### config.mk
export PLATFORM = sky130hd
export DESIGN_NAME = uart_rx_flags
export DESIGN_NICKNAME = d
export VERILOG_FILES = /design/src/rtl/uart_rx_flags_pkg.sv /design/src/rtl/rxf_flag_cell.sv /design/src/rtl/rxf_read_mux.sv /design/src/rtl/rxf_irq_gen.sv /design/src/rtl/uart_rx_flags.sv
export SDC_FILE = /design/constraint.sdc
export NUM_CORES = 1
export LEC_CHECK = 0
export ABC_CLOCK_PERIOD_IN_PS = 2400
export CORE_MARGIN = 3
export CORE_UTILIZATION = 30
export CTS_BUF_LIST = sky130_fd_sc_hd__clkbuf_2
export CTS_CLUSTER_DIAMETER = 80
export DETAILED_ROUTE_END_ITERATION = 10
export DONT_BUFFER_PORTS = 1
export PLACE_DENSITY = 0.5
export SLEW_MARGIN = 20
export SYNTH_ARGS = -nofsm -noshare
export SYNTH_HDL_FRONTEND = slang
export SYNTH_HIERARCHICAL = 1
export SYNTH_SLANG_ARGS = --single-unit
### constraint.sdc
create_clock -name clk -period 2.4 [get_ports clk]
set_input_delay 0.36 -clock clk [delete_from_list [all_inputs] [get_ports clk]]
set_output_delay 0.36 -clock clk [all_outputs]
set_load 0.02 [all_outputs]
### src/rtl/uart_rx_flags_pkg.sv
package uart_rx_flags_pkg;
  localparam int NFLAG   = 4;
  localparam int IDX_PE  = 0;
  localparam int IDX_FE  = 1;
  localparam int IDX_BRK = 2;
  localparam int IDX_RDF = 3;
  localparam int WORD_W  = 8;
  typedef logic [NFLAG-1:0] flag_vec_t;
  typedef logic [WORD_W-1:0] word_t;
endpackage

### src/rtl/rxf_flag_cell.sv
module rxf_flag_cell (
  input  logic clk,
  input  logic rst_n,
  input  logic set_i,
  input  logic stat_rd_i,
  input  logic data_rd_i,
  output logic flag_o
);
  logic armed_q;

  always_ff @(posedge clk) begin
    if (!rst_n) begin
      flag_o  <= 1'b0;
      armed_q <= 1'b0;
    end else begin
      if (set_i)
        flag_o <= 1'b1;
      else if (data_rd_i && armed_q)
        flag_o <= 1'b0;

      if (set_i)
        armed_q <= 1'b0;
      else if (stat_rd_i)
        armed_q <= flag_o;
      else if (data_rd_i)
        armed_q <= 1'b0;
    end
  end
endmodule

### src/rtl/rxf_read_mux.sv
module rxf_read_mux #(
  parameter int W = 8
) (
  input  logic         sel_a,
  input  logic         sel_b,
  input  logic [W-1:0] word_a,
  input  logic [W-1:0] word_b,
  output logic [W-1:0] out_o
);
  always_comb begin
    if (sel_a)      out_o = word_a;
    else if (sel_b) out_o = word_b;
    else            out_o = '0;
  end
endmodule

### src/rtl/rxf_irq_gen.sv
module rxf_irq_gen (
  input  logic fe_flag,
  input  logic pe_flag,
  input  logic fe_en,
  input  logic pe_en,
  output logic irq_o
);
  assign irq_o = (fe_flag && fe_en) || (pe_flag && pe_en);
endmodule

### src/rtl/uart_rx_flags.sv
module uart_rx_flags
  import uart_rx_flags_pkg::*;
#(
  parameter int PRI_PE_BIT  = 0,
  parameter int PRI_FE_BIT  = 1,
  parameter int PRI_RDF_BIT = 5,
  parameter int SEC_BSY_BIT = 0,
  parameter int SEC_BRK_BIT = 1
) (
  input  logic              clk,
  input  logic              rst_n,
  input  logic              stop_zero_evt,
  input  logic              parity_err_evt,
  input  logic              data_ready_evt,
  input  logic              break_evt,
  input  logic              rx_busy,
  input  logic              nine_bit_mode,
  input  logic              fe_ie,
  input  logic              pe_ie,
  input  logic              rd_stat1,
  input  logic              rd_stat2,
  input  logic              rd_data,
  output logic [WORD_W-1:0] rd_val,
  output logic              err_irq,
  output logic              ninth_clr
);
  flag_vec_t set_vec;
  flag_vec_t flag_q;
  word_t     pri_word;
  word_t     sec_word;

  always_comb begin
    set_vec          = '0;
    set_vec[IDX_PE]  = parity_err_evt;
    set_vec[IDX_FE]  = stop_zero_evt || break_evt;
    set_vec[IDX_BRK] = break_evt;
    set_vec[IDX_RDF] = data_ready_evt || break_evt;
  end

  for (genvar i = 0; i < NFLAG; i++) begin : g_flag
    rxf_flag_cell u_cell (
      .clk       (clk),
      .rst_n     (rst_n),
      .set_i     (set_vec[i]),
      .stat_rd_i (rd_stat1),
      .data_rd_i (rd_data),
      .flag_o    (flag_q[i])
    );
  end

  always_comb begin
    pri_word              = '0;
    pri_word[PRI_PE_BIT]  = flag_q[IDX_PE];
    pri_word[PRI_FE_BIT]  = flag_q[IDX_FE];
    pri_word[PRI_RDF_BIT] = flag_q[IDX_RDF];
    sec_word              = '0;
    sec_word[SEC_BRK_BIT] = flag_q[IDX_BRK];
    sec_word[SEC_BSY_BIT] = rx_busy;
  end

  rxf_read_mux #(.W(WORD_W)) u_mux (
    .sel_a  (rd_stat1),
    .sel_b  (rd_stat2),
    .word_a (pri_word),
    .word_b (sec_word),
    .out_o  (rd_val)
  );

  rxf_irq_gen u_irq (
    .fe_flag (flag_q[IDX_FE]),
    .pe_flag (flag_q[IDX_PE]),
    .fe_en   (fe_ie),
    .pe_en   (pe_ie),
    .irq_o   (err_irq)
  );

  assign ninth_clr = break_evt && nine_bit_mode;
endmodule

==> flow_summary.html, run 1 <==
<table>
<tr><th>Metric</th><th>Value</th></tr>
<tr><th colspan="2">STA</th></tr>
<tr><td>Final setup viols</td><td>0</td></tr>
<tr><td>Crit path time final</td><td>1270 ps</td></tr>
<tr><td>Tightest hold margin</td><td>249 ps</td></tr>
<tr><td>Portion of the clock cycle consumed by the worst path in the final layout</td><td>52.8%</td></tr>
<tr><td>Slew @ Worst Pin</td><td>650 ps</td></tr>
<tr><td>Worst Skew</td><td>0.213 ps</td></tr>
<tr><td>Pins over their slew limit</td><td>0</td></tr>
<tr><td>Total Negative Setup Slacks</td><td>0 ps</td></tr>
<tr><td>Smallest setup slack after layout</td><td>1130 ps</td></tr>
<tr><td>Unrepaired setup endpoints after global routing</td><td>no</td></tr>
<tr><td>Fmax</td><td>790 MHz</td></tr>
<tr><td>Final hold violation count</td><td>0</td></tr>
<tr><td>Slew Limit Headroom</td><td>56.2%</td></tr>
<tr><th colspan="2">Power</th></tr>
<tr><td>Comb pwr share</td><td>18.2%</td></tr>
<tr><td>Pwr Density</td><td>526 mW/mm2</td></tr>
<tr><td>Switching power of the nets</td><td>75.8 uW</td></tr>
<tr><td>Sequential fraction of design power</td><td>53.6%</td></tr>
<tr><td>Sw frac</td><td>28.3%</td></tr>
<tr><td>Leakage dissipation</td><td>0.206 nW</td></tr>
<tr><td>Peak supply drop</td><td>210 uV</td></tr>
<tr><td>Clock group share of total power</td><td>28.1%</td></tr>
<tr><td>Cell internal pwr</td><td>192 uW</td></tr>
<tr><th colspan="2">Critical path</th></tr>
<tr><td>Count of buffering cells on the critical path with inverters included</td><td>0</td></tr>
<tr><td>Critical path data arrival time</td><td>910 ps</td></tr>
<tr><td>Worst-path cell with the longest stage delay</td><td>sky130_fd_sc_hd__dfxtp_1</td></tr>
<tr><td>Max FO, Critical Path</td><td>4</td></tr>
<tr><td>Peak per-stage delay on the critical path</td><td>390 ps</td></tr>
<tr><td>Category of the worst setup path launch point</td><td>flop</td></tr>
<tr><td>Worst path top cell family by delay</td><td>flip-flops</td></tr>
<tr><td>Cell breakdown of the critical path</td><td>a22o_1</td></tr>
<tr><td>Setup crit end kind</td><td>output port</td></tr>
<tr><td>Worst setup path class</td><td>flop to output port</td></tr>
<tr><td>Required time of the worst setup path</td><td>2040 ps</td></tr>
<tr><th colspan="2">Placement</th></tr>
<tr><td>Dpl cells</td><td>75</td></tr>
<tr><td>Quantity of I/O buffers inserted on ports</td><td>0</td></tr>
<tr><td>Pre-CTS setup slack</td><td>1230 ps</td></tr>
<tr><td>Total cell area at the placement stage</td><td>495 um2</td></tr>
<tr><td>Final weighted congestion of routability-driven global placement</td><td>0.586</td></tr>
<tr><th colspan="2">Run</th></tr>
<tr><td>Number of maximum-capacitance constraint violations</td><td>0</td></tr>
<tr><th colspan="2">Drt</th></tr>
<tr><td>1st-iter DRT viols</td><td>7</td></tr>
<tr><td>Drt total wl</td><td>876 um</td></tr>
<tr><td>Number of detailed-routing iterations run before antenna repair</td><td>4</td></tr>
<tr><td>Antenna Violating Nets Remaining</td><td>0</td></tr>
<tr><td>Post-route DRC</td><td>0</td></tr>
<tr><td>Via count</td><td>373</td></tr>
<tr><td>Via-to-Cell Ratio</td><td>4.78</td></tr>
<tr><td>Detail-routed net length per standard cell</td><td>11.2 um</td></tr>
<tr><th colspan="2">Clock network</th></tr>
<tr><td>Number of post-CTS setup repair buffers</td><td>0</td></tr>
<tr><td>Clock input transition at the sequential cells of the worst setup and hold paths</td><td>70 ps</td></tr>
<tr><td>Total clock sinks</td><td>8</td></tr>
<tr><td>CTS HTree Levels</td><td>1</td></tr>
<tr><td>Insertion delay to the later sink of the worst-skew pair</td><td>220 ps</td></tr>
<tr><td>Clock tree from TritonCTS</td><td>built</td></tr>
<tr><td># resized after CTS</td><td>0</td></tr>
<tr><td># hold bufs at CTS</td><td>0</td></tr>
<tr><td>Maximum buffer depth of the clock tree</td><td>2</td></tr>
<tr><td>Clock Root Buffer</td><td>sky130_fd_sc_hd__clkbuf_2</td></tr>
<tr><td>TritonCTS Buffers</td><td>3</td></tr>
<tr><th colspan="2">Synth</th></tr>
<tr><td>Simple-Gate Fraction of Synth Area</td><td>27.5%</td></tr>
<tr><td>Ranking of synthesized cells by area</td><td>sky130_fd_sc_hd__dfxtp_1, sky130_fd_sc_hd__a22o_1, sky130_fd_sc_hd__or3b_1</td></tr>
<tr><td>Top cells by count, synth</td><td>sky130_fd_sc_hd__dfxtp_1, sky130_fd_sc_hd__nand2_1, sky130_fd_sc_hd__a22o_1</td></tr>
<tr><td>Multiplexer share of the synthesized area</td><td>0%</td></tr>
<tr><td>EDFF count, synth</td><td>0</td></tr>
<tr><td>Proportion of synthesized chip area in sequential cells</td><td>35.6%</td></tr>
<tr><td>Synth top area share</td><td>35.6%</td></tr>
<tr><td>Average size of a mapped cell</td><td>8.83 um2</td></tr>
<tr><td>#FFs+latches synth</td><td>8</td></tr>
<tr><td>Count of cell types in the netlist</td><td>14</td></tr>
<tr><td>Xor/xnor cell area share of the yosys netlist</td><td>0%</td></tr>
<tr><td>Async set or reset register ratio after synthesis</td><td>0%</td></tr>
<tr><td>Share of synthesized cell area in full adder, half adder and majority cells</td><td>0%</td></tr>
<tr><td>Most instantiated flip-flop cell in the synthesis netlist</td><td>sky130_fd_sc_hd__dfxtp_1</td></tr>
<tr><td>Mapped cell area</td><td>450 um2</td></tr>
<tr><td>Gate count after technology mapping</td><td>51</td></tr>
<tr><td>Largest family of logic cells by synthesized area</td><td>compound AO/OA/AOI/OAI gates</td></tr>
<tr><td>Warning count from the yosys run</td><td>6</td></tr>
<tr><td>Cell accounting for the most synthesized area</td><td>sky130_fd_sc_hd__dfxtp_1</td></tr>
<tr><td>Compound-Gate Fraction of Synth Area</td><td>33.6%</td></tr>
<tr><th colspan="2">Cells and area</th></tr>
<tr><td>Area Growth Syn to Fin</td><td>13.3%</td></tr>
<tr><td>Design area</td><td>510 um2</td></tr>
<tr><td>Non-filler cells in the finished layout</td><td>78</td></tr>
<tr><td>Fillers</td><td>141</td></tr>
<tr><td>Total inserted antenna cells</td><td>0</td></tr>
<tr><td>Layout cell share with drive strength beyond 1</td><td>7.94%</td></tr>
<tr><td>Nets</td><td>78</td></tr>
<tr><th colspan="2">Floorplan</th></tr>
<tr><td>Die outline area</td><td>0.00200 mm2</td></tr>
<tr><td>Row cnt</td><td>13</td></tr>
<tr><td>Total core area</td><td>0.00135 mm2</td></tr>
<tr><td>Horizontal extent of the die</td><td>44.8 um</td></tr>
<tr><td>Initial standard-cell utilization of the core</td><td>33.4%</td></tr>
<tr><td>Number of ports placed on the die boundary</td><td>23</td></tr>
<tr><td>Die height</td><td>44.8 um</td></tr>
<tr><th colspan="2">Worst hold path</th></tr>
<tr><td>HP Class</td><td>primary input to flop</td></tr>
<tr><th colspan="2">Global route</th></tr>
<tr><td>Vias in the first global route</td><td>315</td></tr>
<tr><td>Total overflow reported by the global router</td><td>0</td></tr>
<tr><td>Number of antenna violations at the first check in global routing</td><td>0</td></tr>
<tr><td>Global-route usage over all layers</td><td>9.73%</td></tr>
<tr><td>Wire length of the first global-routing pass</td><td>1350 um</td></tr>
<tr><td>Pin count of the biggest net entering global routing</td><td>20</td></tr>
<tr><th colspan="2">Status</th></tr>
<tr><td>Run status</td><td>completed</td></tr>
</table>
worst paths after layout:
kind                                                 end  depth (start not counted)  slack (ps)                      from
worst max-delay path                             err_irq                          1        1130   g_flag[1].u_cell/flag_o
worst min-delay path             g_flag[3].u_cell/flag_o                          1         250                     rst_n
worst max register to register  g_flag[2].u_cell/armed_q                          2        1500  g_flag[2].u_cell/armed_q
worst min register to register  g_flag[3].u_cell/armed_q                          2         470   g_flag[3].u_cell/flag_o
through the flow:
stage	util [%]	power (mW)
floorplan	-	0.194
global placement	36.7	0.195
detailed placement	36.7	0.196
CTS	37.8	0.275
global route	37.8	0.286
finish	37.8	0.268
routing by layer:
metal  part of all wire [%]  vias to the layer above  global-route usage, %  routed length [um]
met5                      0                        -                      0                   0
met4                    1.8                        0                   12.7                  16
met3                     11                        2                   2.39                 100
met2                     44                       16                   12.6                 386
met1                     43                      159                   11.4                 373
li1                       -                      196                      -                   -
cell usage in the layout, fill, tap and decap left out, drive strengths merged:
cell type  synthesis  final
dfxtp              8      8
o21ai              2      2
or3b               4      4
a21oi              4      4
nand2b             4      4
or2                2      2
a21boi             4      4
a22o               7      7
nor2b              1      1
clkbuf             0      3
nand2              8      8
and2               1      1
o21a               4      4
conb               1     11
registers in the layout, summed over array words and instances, names as in the netlist:
register and flops:
g_flag.u_cell/armed_q 4, g_flag.u_cell/flag_o 4
cells by family (layout without fill, tap and decap cells):
logic type             after synthesis  in the layout
other                                1             11
AOI/OAI and AO/OA                   21             21
and+or+nand+nor                     20             20
buffers and inverters                1              3
DFF                                  8              8
final cells by class:
class	count	area, um2	share of cell area [%]
clock buffer	3	15.0	2.94
multi-input combinational	52	317	62.0
sequential	8	160	31.4
tap	15	18.8	3.68
power by group through the flow:
stage | Sequential [mW] | Combinational [mW] | Clock, mW
floorplan | 0.145 | 0.0491 | 0
global placement | 0.147 | 0.0485 | 0
detailed placement | 0.147 | 0.0488 | 0
CTS | 0.144 | 0.0488 | 0.0825
global route | 0.145 | 0.0538 | 0.0876
finish | 0.144 | 0.0489 | 0.0755
No activity file was read; power rests on OpenSTA's default activity.
==> inputs of run 2 (changes only) <==
ABC_CLOCK_PERIOD_IN_PS = 1200   (was 2400)
clock period = 1.2 ns   (was 2.4 ns; I/O delays follow)
==> run 2 against run 1 <==
  * Hold slack worse by 190 ps
  * Cell area unchanged
  * Register-to-register slack worse by 1200 ps
  * First-iteration DRC count down 57%
  * Critical path depth did not move
  * Clock-buffer cell count is the same
  * Critical endpoint is now rd_val[0]
  * Largest power group unchanged
==> flow_summary.html, run 2 (synthesized netlist as in run 1, its figures left out) <==
<table>
<tr><th>Metric</th><th>Value</th></tr>
<tr><th colspan="2">Critical path</th></tr>
<tr><td>Peak per-stage delay on the critical path</td><td>390 ps</td></tr>
<tr><td>Beginning of the critical path</td><td>g_flag[0].u_cell/flag_o</td></tr>
<tr><td>Count of buffering cells on the critical path with inverters included</td><td>0</td></tr>
<tr><td>Critical path data arrival time</td><td>900 ps</td></tr>
<tr><td>Setup crit end kind</td><td>output port</td></tr>
<tr><td>Category of the worst setup path launch point</td><td>flop</td></tr>
<tr><td>Worst setup path class</td><td>flop to output port</td></tr>
<tr><td>Worst-path cell with the longest stage delay</td><td>sky130_fd_sc_hd__dfxtp_1</td></tr>
<tr><td>Worst path top cell family by delay</td><td>flip-flops</td></tr>
<tr><td>Critical R2R Launch</td><td>g_flag[3].u_cell/armed_q</td></tr>
<tr><td>Worst-case register-to-register setup slack</td><td>320 ps</td></tr>
<tr><td>Max FO, Critical Path</td><td>4</td></tr>
<tr><td>Cell breakdown of the critical path</td><td>a22o_1</td></tr>
<tr><td>Required time of the worst setup path</td><td>1020 ps</td></tr>
<tr><th colspan="2">Global route</th></tr>
<tr><td>Total overflow reported by the global router</td><td>0</td></tr>
<tr><td>Global-route usage over all layers</td><td>10.6%</td></tr>
<tr><td>Vias in the first global route</td><td>324</td></tr>
<tr><td>Number of antenna violations at the first check in global routing</td><td>0</td></tr>
<tr><td>Wire length of the first global-routing pass</td><td>1450 um</td></tr>
<tr><td>Pin count of the biggest net entering global routing</td><td>20</td></tr>
<tr><th colspan="2">Placement</th></tr>
<tr><td>Detailed placement HPWL</td><td>730 um</td></tr>
<tr><td>Final weighted congestion of routability-driven global placement</td><td>0.647</td></tr>
<tr><td>Total cell area at the placement stage</td><td>495 um2</td></tr>
<tr><td>Quantity of I/O buffers inserted on ports</td><td>0</td></tr>
<tr><td>Dpl cells</td><td>75</td></tr>
<tr><th colspan="2">Drt</th></tr>
<tr><td>Drt total wl</td><td>967 um</td></tr>
<tr><td>Post-route DRC</td><td>0</td></tr>
<tr><td>Detail-routed net length per standard cell</td><td>12.4 um</td></tr>
<tr><td>1st-iter DRT viols</td><td>3</td></tr>
<tr><td>Number of detailed-routing iterations run before antenna repair</td><td>4</td></tr>
<tr><td>Via-to-Cell Ratio</td><td>4.79</td></tr>
<tr><td>Antenna Violating Nets Remaining</td><td>0</td></tr>
<tr><td>Via count</td><td>374</td></tr>
<tr><th colspan="2">Clock network</th></tr>
<tr><td>Clock tree from TritonCTS</td><td>built</td></tr>
<tr><td>Clock Root Buffer</td><td>sky130_fd_sc_hd__clkbuf_2</td></tr>
<tr><td># resized after CTS</td><td>0</td></tr>
<tr><td>Insertion delay to the later sink of the worst-skew pair</td><td>230 ps</td></tr>
<tr><td>TritonCTS Buffers</td><td>3</td></tr>
<tr><td>Maximum buffer depth of the clock tree</td><td>2</td></tr>
<tr><td>Clock input transition at the sequential cells of the worst setup and hold paths</td><td>80 ps</td></tr>
<tr><td>Number of post-CTS setup repair buffers</td><td>0</td></tr>
<tr><td>CTS HTree Levels</td><td>1</td></tr>
<tr><td>Total clock sinks</td><td>8</td></tr>
<tr><td># hold bufs at CTS</td><td>0</td></tr>
<tr><th colspan="2">STA</th></tr>
<tr><td>Final setup viols</td><td>0</td></tr>
<tr><td>Slew @ Worst Pin</td><td>638 ps</td></tr>
<tr><td>Pins over their slew limit</td><td>0</td></tr>
<tr><td>Crit path time final</td><td>1080 ps</td></tr>
<tr><td>Unrepaired setup endpoints after global routing</td><td>no</td></tr>
<tr><td>Fmax</td><td>925 MHz</td></tr>
<tr><td>Final hold violation count</td><td>0</td></tr>
<tr><td>Slew Limit Headroom</td><td>57.0%</td></tr>
<tr><td>Tightest hold margin</td><td>62.8 ps</td></tr>
<tr><td>Portion of the clock cycle consumed by the worst path in the final layout</td><td>90.1%</td></tr>
<tr><td>Total Negative Setup Slacks</td><td>0 ps</td></tr>
<tr><td>Worst Skew</td><td>0.220 ps</td></tr>
<tr><th colspan="2">Cells and area</th></tr>
<tr><td>Area Growth Syn to Fin</td><td>13.3%</td></tr>
<tr><td>Layout cell share with drive strength beyond 1</td><td>7.94%</td></tr>
<tr><td>Most frequent cells in the layout</td><td>sky130_fd_sc_hd__conb_1, sky130_fd_sc_hd__nand2_1, sky130_fd_sc_hd__dfxtp_1</td></tr>
<tr><td>Largest registers</td><td>g_flag.u_cell/armed_q x4, g_flag.u_cell/flag_o x4</td></tr>
<tr><td>Non-filler cells in the finished layout</td><td>78</td></tr>
<tr><td>Commonest non-fill, non-tap cell in the layout</td><td>sky130_fd_sc_hd__conb_1</td></tr>
<tr><td>Nets</td><td>78</td></tr>
<tr><td>Total inserted antenna cells</td><td>0</td></tr>
<tr><td>Design area</td><td>510 um2</td></tr>
<tr><td>Fillers</td><td>156</td></tr>
<tr><th colspan="2">Floorplan</th></tr>
<tr><td>Total core area</td><td>0.00135 mm2</td></tr>
<tr><td>Die outline area</td><td>0.00200 mm2</td></tr>
<tr><td>Initial standard-cell utilization of the core</td><td>33.4%</td></tr>
<tr><td>Horizontal extent of the die</td><td>44.8 um</td></tr>
<tr><td>Row cnt</td><td>13</td></tr>
<tr><td>Number of ports placed on the die boundary</td><td>23</td></tr>
<tr><td>Die height</td><td>44.8 um</td></tr>
<tr><th colspan="2">Power</th></tr>
<tr><td>Leakage dissipation</td><td>0.206 nW</td></tr>
<tr><td>Peak supply drop</td><td>490 uV</td></tr>
<tr><td>Switching power of the nets</td><td>160 uW</td></tr>
<tr><td>Clock group share of total power</td><td>29.2%</td></tr>
<tr><td>Comb pwr share</td><td>18.2%</td></tr>
<tr><td>Sw frac</td><td>29.3%</td></tr>
<tr><td>Sequential fraction of design power</td><td>52.6%</td></tr>
<tr><td>Pwr Density</td><td>1070 mW/mm2</td></tr>
<tr><td>Cell internal pwr</td><td>385 uW</td></tr>
<tr><td>Overall power</td><td>545 uW</td></tr>
<tr><th colspan="2">Run</th></tr>
<tr><td>Number of maximum-capacitance constraint violations</td><td>0</td></tr>
<tr><th colspan="2">Worst hold path</th></tr>
<tr><td>Hold path start</td><td>rst_n</td></tr>
<tr><td>HP Class</td><td>primary input to flop</td></tr>
<tr><th colspan="2">Status</th></tr>
<tr><td>Run status</td><td>completed</td></tr>
</table>
run 2: cell counts in the layout (fill, tap and decap cells not counted):
No cell type changed its count.
run 2: path summary, 6_finish.rpt:
path                                            endpoint  depth (start not counted)
worst max register to register  g_flag[3].u_cell/armed_q                          2
worst min-delay path             g_flag[1].u_cell/flag_o                          1
worst max-delay path                           rd_val[0]                          1
worst min register to register  g_flag[2].u_cell/armed_q                          2
run 2: metal layers:
metal	track usage, %	share of wire, %	routed length [um]	vias to the layer above
met5	0	0	0	-
met4	9.04	0.83	8	0
met3	5.18	11	106	2
met2	13.2	45	431	16
met1	13.2	44	421	159
li1	-	-	-	197
run 2: worst reg2reg max path: cells and delay by family (launching register included):
family / cells / cell delay (ps)
AND/OR/NAND/NOR: 1 / 350
flip-flops: 1 / 330
AO/OA/AOI/OAI: 1 / 140
run 2: area by class of cell:
type,instances,area (um2),share of cell area [%]
tap,15,18.8,3.68
sequential,8,160,31.4
multi-input combinational,52,317,62.0
clock buffer,3,15.0,2.94
run 2: power groups by stage:
stage / clock network [mW] / logic (mW) / registers [mW]
floorplan: 0 / 0.0982 / 0.290
global placement: 0 / 0.0977 / 0.293
detailed placement: 0 / 0.0980 / 0.293
CTS: 0.169 / 0.0984 / 0.287
global route: 0.183 / 0.107 / 0.290
finish: 0.159 / 0.0991 / 0.287
run 2: stage by stage:
stage	setup slack, ps	utilization, %
floorplan	388	-
global placement	358	36.7
detailed placement	339	36.7
CTS	91.4	37.8
global route	47.0	37.8
finish	119	37.8
==> inputs of run 3 (changes only) <==
ABC_CLOCK_PERIOD_IN_PS = 900   (was 1200)
CELL_PAD_IN_SITES_DETAIL_PLACEMENT = 0   (was default)
CELL_PAD_IN_SITES_GLOBAL_PLACEMENT = 1   (was default)
PLACE_DENSITY = 0.65   (was 0.5)
clock period = 0.9 ns   (was 1.2 ns; I/O delays follow)
==> run 3 against run 2 <==
  * The run now ends with setup timing left
  * Clock-buffer cell count is the same
  * Combinational power grew 76%
  * Setup slack lost 220 ps
  * Sequential power grew 34%
  * Sequential share of layout area shrank 3.6 points
  * Cell area grew 19%
  * Critical endpoint is now rd_val[1]
  * Largest cell class unchanged
==> flow_summary.html, run 3 (synthesized netlist as in run 1, its figures left out) <==
<table>
<tr><th>Metric</th><th>Value</th></tr>
<tr><th colspan="2">Status</th></tr>
<tr><td>Run status</td><td>finished with violations</td></tr>
<tr><td>Violated checks</td><td>setup timing</td></tr>
<tr><th colspan="2">Critical path</th></tr>
<tr><td>Peak per-stage delay on the critical path</td><td>360 ps</td></tr>
<tr><td>Critical path data arrival time</td><td>860 ps</td></tr>
<tr><td>Worst-path cell with the longest stage delay</td><td>sky130_fd_sc_hd__dfxtp_4</td></tr>
<tr><td>Cell breakdown of the critical path</td><td>a22o_4</td></tr>
<tr><td>Critical R2R Launch</td><td>g_flag[1].u_cell/armed_q</td></tr>
<tr><td>Category of the worst setup path launch point</td><td>flop</td></tr>
<tr><td>Worst path top cell family by delay</td><td>flip-flops</td></tr>
<tr><td>Worst-case register-to-register setup slack</td><td>10 ps</td></tr>
<tr><td>Setup crit end kind</td><td>output port</td></tr>
<tr><td>Capturing point of the worst reg2reg path</td><td>g_flag[1].u_cell/armed_q</td></tr>
<tr><td>Cells on worst reg2reg path</td><td>2</td></tr>
<tr><td>Count of buffering cells on the critical path with inverters included</td><td>0</td></tr>
<tr><td>Worst setup path class</td><td>flop to output port</td></tr>
<tr><td>Required time of the worst setup path</td><td>760 ps</td></tr>
<tr><td>Max FO, Critical Path</td><td>3</td></tr>
<tr><th colspan="2">Clock network</th></tr>
<tr><td>Maximum buffer depth of the clock tree</td><td>2</td></tr>
<tr><td>Total clock sinks</td><td>8</td></tr>
<tr><td>Clock input transition at the sequential cells of the worst setup and hold paths</td><td>70 ps</td></tr>
<tr><td>CTS HTree Levels</td><td>1</td></tr>
<tr><td>Clock tree from TritonCTS</td><td>built</td></tr>
<tr><td>Clock Root Buffer</td><td>sky130_fd_sc_hd__clkbuf_2</td></tr>
<tr><td>TritonCTS Buffers</td><td>3</td></tr>
<tr><td>Insertion delay to the later sink of the worst-skew pair</td><td>230 ps</td></tr>
<tr><th colspan="2">Power</th></tr>
<tr><td>Sequential fraction of design power</td><td>50.4%</td></tr>
<tr><td>Pwr Density</td><td>1260 mW/mm2</td></tr>
<tr><td>Clock group share of total power</td><td>26.9%</td></tr>
<tr><td>Leakage dissipation</td><td>0.245 nW</td></tr>
<tr><td>Sw frac</td><td>29.0%</td></tr>
<tr><td>Switching power of the nets</td><td>222 uW</td></tr>
<tr><td>Cell internal pwr</td><td>544 uW</td></tr>
<tr><td>Peak supply drop</td><td>461 uV</td></tr>
<tr><td>Comb pwr share</td><td>22.7%</td></tr>
<tr><th colspan="2">STA</th></tr>
<tr><td>Smallest setup slack after layout</td><td>-98.5 ps</td></tr>
<tr><td>Fmax</td><td>1000 MHz</td></tr>
<tr><td>Final hold violation count</td><td>0</td></tr>
<tr><td>Crit path time final</td><td>999 ps</td></tr>
<tr><td>Slew @ Worst Pin</td><td>628 ps</td></tr>
<tr><td>Portion of the clock cycle consumed by the worst path in the final layout</td><td>111%</td></tr>
<tr><td>Unrepaired setup endpoints after global routing</td><td>yes</td></tr>
<tr><td>Pins over their slew limit</td><td>0</td></tr>
<tr><td>Slew Limit Headroom</td><td>57.7%</td></tr>
<tr><td>Final setup viols</td><td>3</td></tr>
<tr><td>Total Negative Setup Slacks</td><td>-272 ps</td></tr>
<tr><td>Worst Skew</td><td>0.0860 ps</td></tr>
<tr><th colspan="2">Placement</th></tr>
<tr><td>Quantity of I/O buffers inserted on ports</td><td>0</td></tr>
<tr><td>Final weighted congestion of routability-driven global placement</td><td>0.633</td></tr>
<tr><td>Total cell area at the placement stage</td><td>495 um2</td></tr>
<tr><td>Detailed placement HPWL</td><td>676 um</td></tr>
<tr><th colspan="2">Floorplan</th></tr>
<tr><td>Initial standard-cell utilization of the core</td><td>33.4%</td></tr>
<tr><td>Number of ports placed on the die boundary</td><td>23</td></tr>
<tr><td>Die height</td><td>44.8 um</td></tr>
<tr><td>Total core area</td><td>0.00135 mm2</td></tr>
<tr><td>Die outline area</td><td>0.00200 mm2</td></tr>
<tr><td>Horizontal extent of the die</td><td>44.8 um</td></tr>
<tr><td>Row cnt</td><td>13</td></tr>
<tr><th colspan="2">Worst hold path</th></tr>
<tr><td>HP Class</td><td>primary input to flop</td></tr>
<tr><td>Endpoint with the worst hold slack</td><td>g_flag[0].u_cell/flag_o</td></tr>
<tr><td>Hold path start</td><td>parity_err_evt</td></tr>
<tr><td>Worst hold path stage count</td><td>1</td></tr>
<tr><th colspan="2">Cells and area</th></tr>
<tr><td>Total inserted antenna cells</td><td>0</td></tr>
<tr><td>Nets</td><td>82</td></tr>
<tr><td>Final cell utilization of the core</td><td>45.0%</td></tr>
<tr><td>Largest registers</td><td>g_flag.u_cell/armed_q x4, g_flag.u_cell/flag_o x4</td></tr>
<tr><td>Area Growth Syn to Fin</td><td>35.0%</td></tr>
<tr><td>Most frequent cells in the layout</td><td>sky130_fd_sc_hd__conb_1, sky130_fd_sc_hd__nand2_1</td></tr>
<tr><td>Layout cell share with drive strength beyond 1</td><td>31.3%</td></tr>
<tr><td>Commonest non-fill, non-tap cell in the layout</td><td>sky130_fd_sc_hd__conb_1</td></tr>
<tr><td>Design area</td><td>608 um2</td></tr>
<tr><th colspan="2">Drt</th></tr>
<tr><td>Drt total wl</td><td>994 um</td></tr>
<tr><td>Via count</td><td>398</td></tr>
<tr><td>Post-route DRC</td><td>0</td></tr>
<tr><td>1st-iter DRT viols</td><td>2</td></tr>
<tr><td>Antenna Violating Nets Remaining</td><td>0</td></tr>
<tr><td>Via-to-Cell Ratio</td><td>4.85</td></tr>
<tr><td>Number of detailed-routing iterations run before antenna repair</td><td>2</td></tr>
<tr><td>Detail-routed net length per standard cell</td><td>12.1 um</td></tr>
<tr><th colspan="2">Global route</th></tr>
<tr><td>GR Layer Usage met2</td><td>14.0%</td></tr>
<tr><td>Total overflow reported by the global router</td><td>0</td></tr>
<tr><td>Wire length of the first global-routing pass</td><td>1470 um</td></tr>
<tr><td>Most crowded layer after global routing</td><td>met2</td></tr>
<tr><td>Met3 Track Usage GR</td><td>2.79%</td></tr>
<tr><td>Pin count of the biggest net entering global routing</td><td>20</td></tr>
<tr><td>Vias in the first global route</td><td>341</td></tr>
<tr><td>Global-route usage over all layers</td><td>10.4%</td></tr>
<tr><td>Met1 Use GR</td><td>13.4%</td></tr>
<tr><td>Number of antenna violations at the first check in global routing</td><td>0</td></tr>
<tr><th colspan="2">Run</th></tr>
<tr><td>Number of maximum-capacitance constraint violations</td><td>0</td></tr>
</table>
-- run 3: how the worst max path moves through the flow --
stage | startpoint | endpoint | slack, ps | cells past startpoint
floorplan | g_flag[0].u_cell/armed_q | g_flag[0].u_cell/armed_q | 90 | 2
global placement | g_flag[3].u_cell/armed_q | g_flag[3].u_cell/armed_q | 50 | 2
detailed placement | g_flag[3].u_cell/armed_q | g_flag[3].u_cell/armed_q | 40 | 2
CTS | g_flag[1].u_cell/flag_o | rd_val[1] | -120 | 1
global route | g_flag[1].u_cell/flag_o | rd_val[1] | -130 | 1
finish | g_flag[1].u_cell/flag_o | rd_val[1] | -100 | 1
-- run 3: layout make-up --
cell class                 instances  area, um2
clock buffer                       3       15.0
fill                             140        742
multi-input combinational         52        370
sequential                         8        169
tap                               15       18.8
timing repair buffer               4       35.0
-- run 3: routing by layer --
metal,wire [um],up-vias
li1,-,206
met1,468,171
met2,433,19
met3,74,2
met4,17,0
met5,0,-
-- run 3: stage by stage --
step,power [mW],hold WS [ps],cells,setup slack [ps]
floorplan,0.518,253,61,88.0
global placement,0.521,254,75,54.6
detailed placement,0.522,257,75,43.9
CTS,0.771,0.618,81,-119
global route,0.813,5.19,82,-133
finish,0.766,25.6,82,-98.5
-- run 3: power groups by stage --
stage / clock (mW) / combinational (mW) / sequential (mW)
floorplan: 0 / 0.131 / 0.387
global placement: 0 / 0.130 / 0.391
detailed placement: 0 / 0.131 / 0.391
CTS: 0.221 / 0.164 / 0.386
global route: 0.238 / 0.186 / 0.389
finish: 0.206 / 0.174 / 0.386
-- run 3: timing repair --
item / 4_1_cts / 5_1_grt
hold buffers: 1 / 1
endpoints found under the setup margin: 4 / 9
pin swaps: 3 / 3
hold endpoints to repair: 2 / 2
setup buffers: 2 / 0
resized for setup: 13 / 7
-- run 3: worst register-to-register path: cells and delay by family (launching register included) --
family | cells | cell delay (ps)
compound gates | 1 | 110
flops | 1 | 330
simple gates | 1 | 380
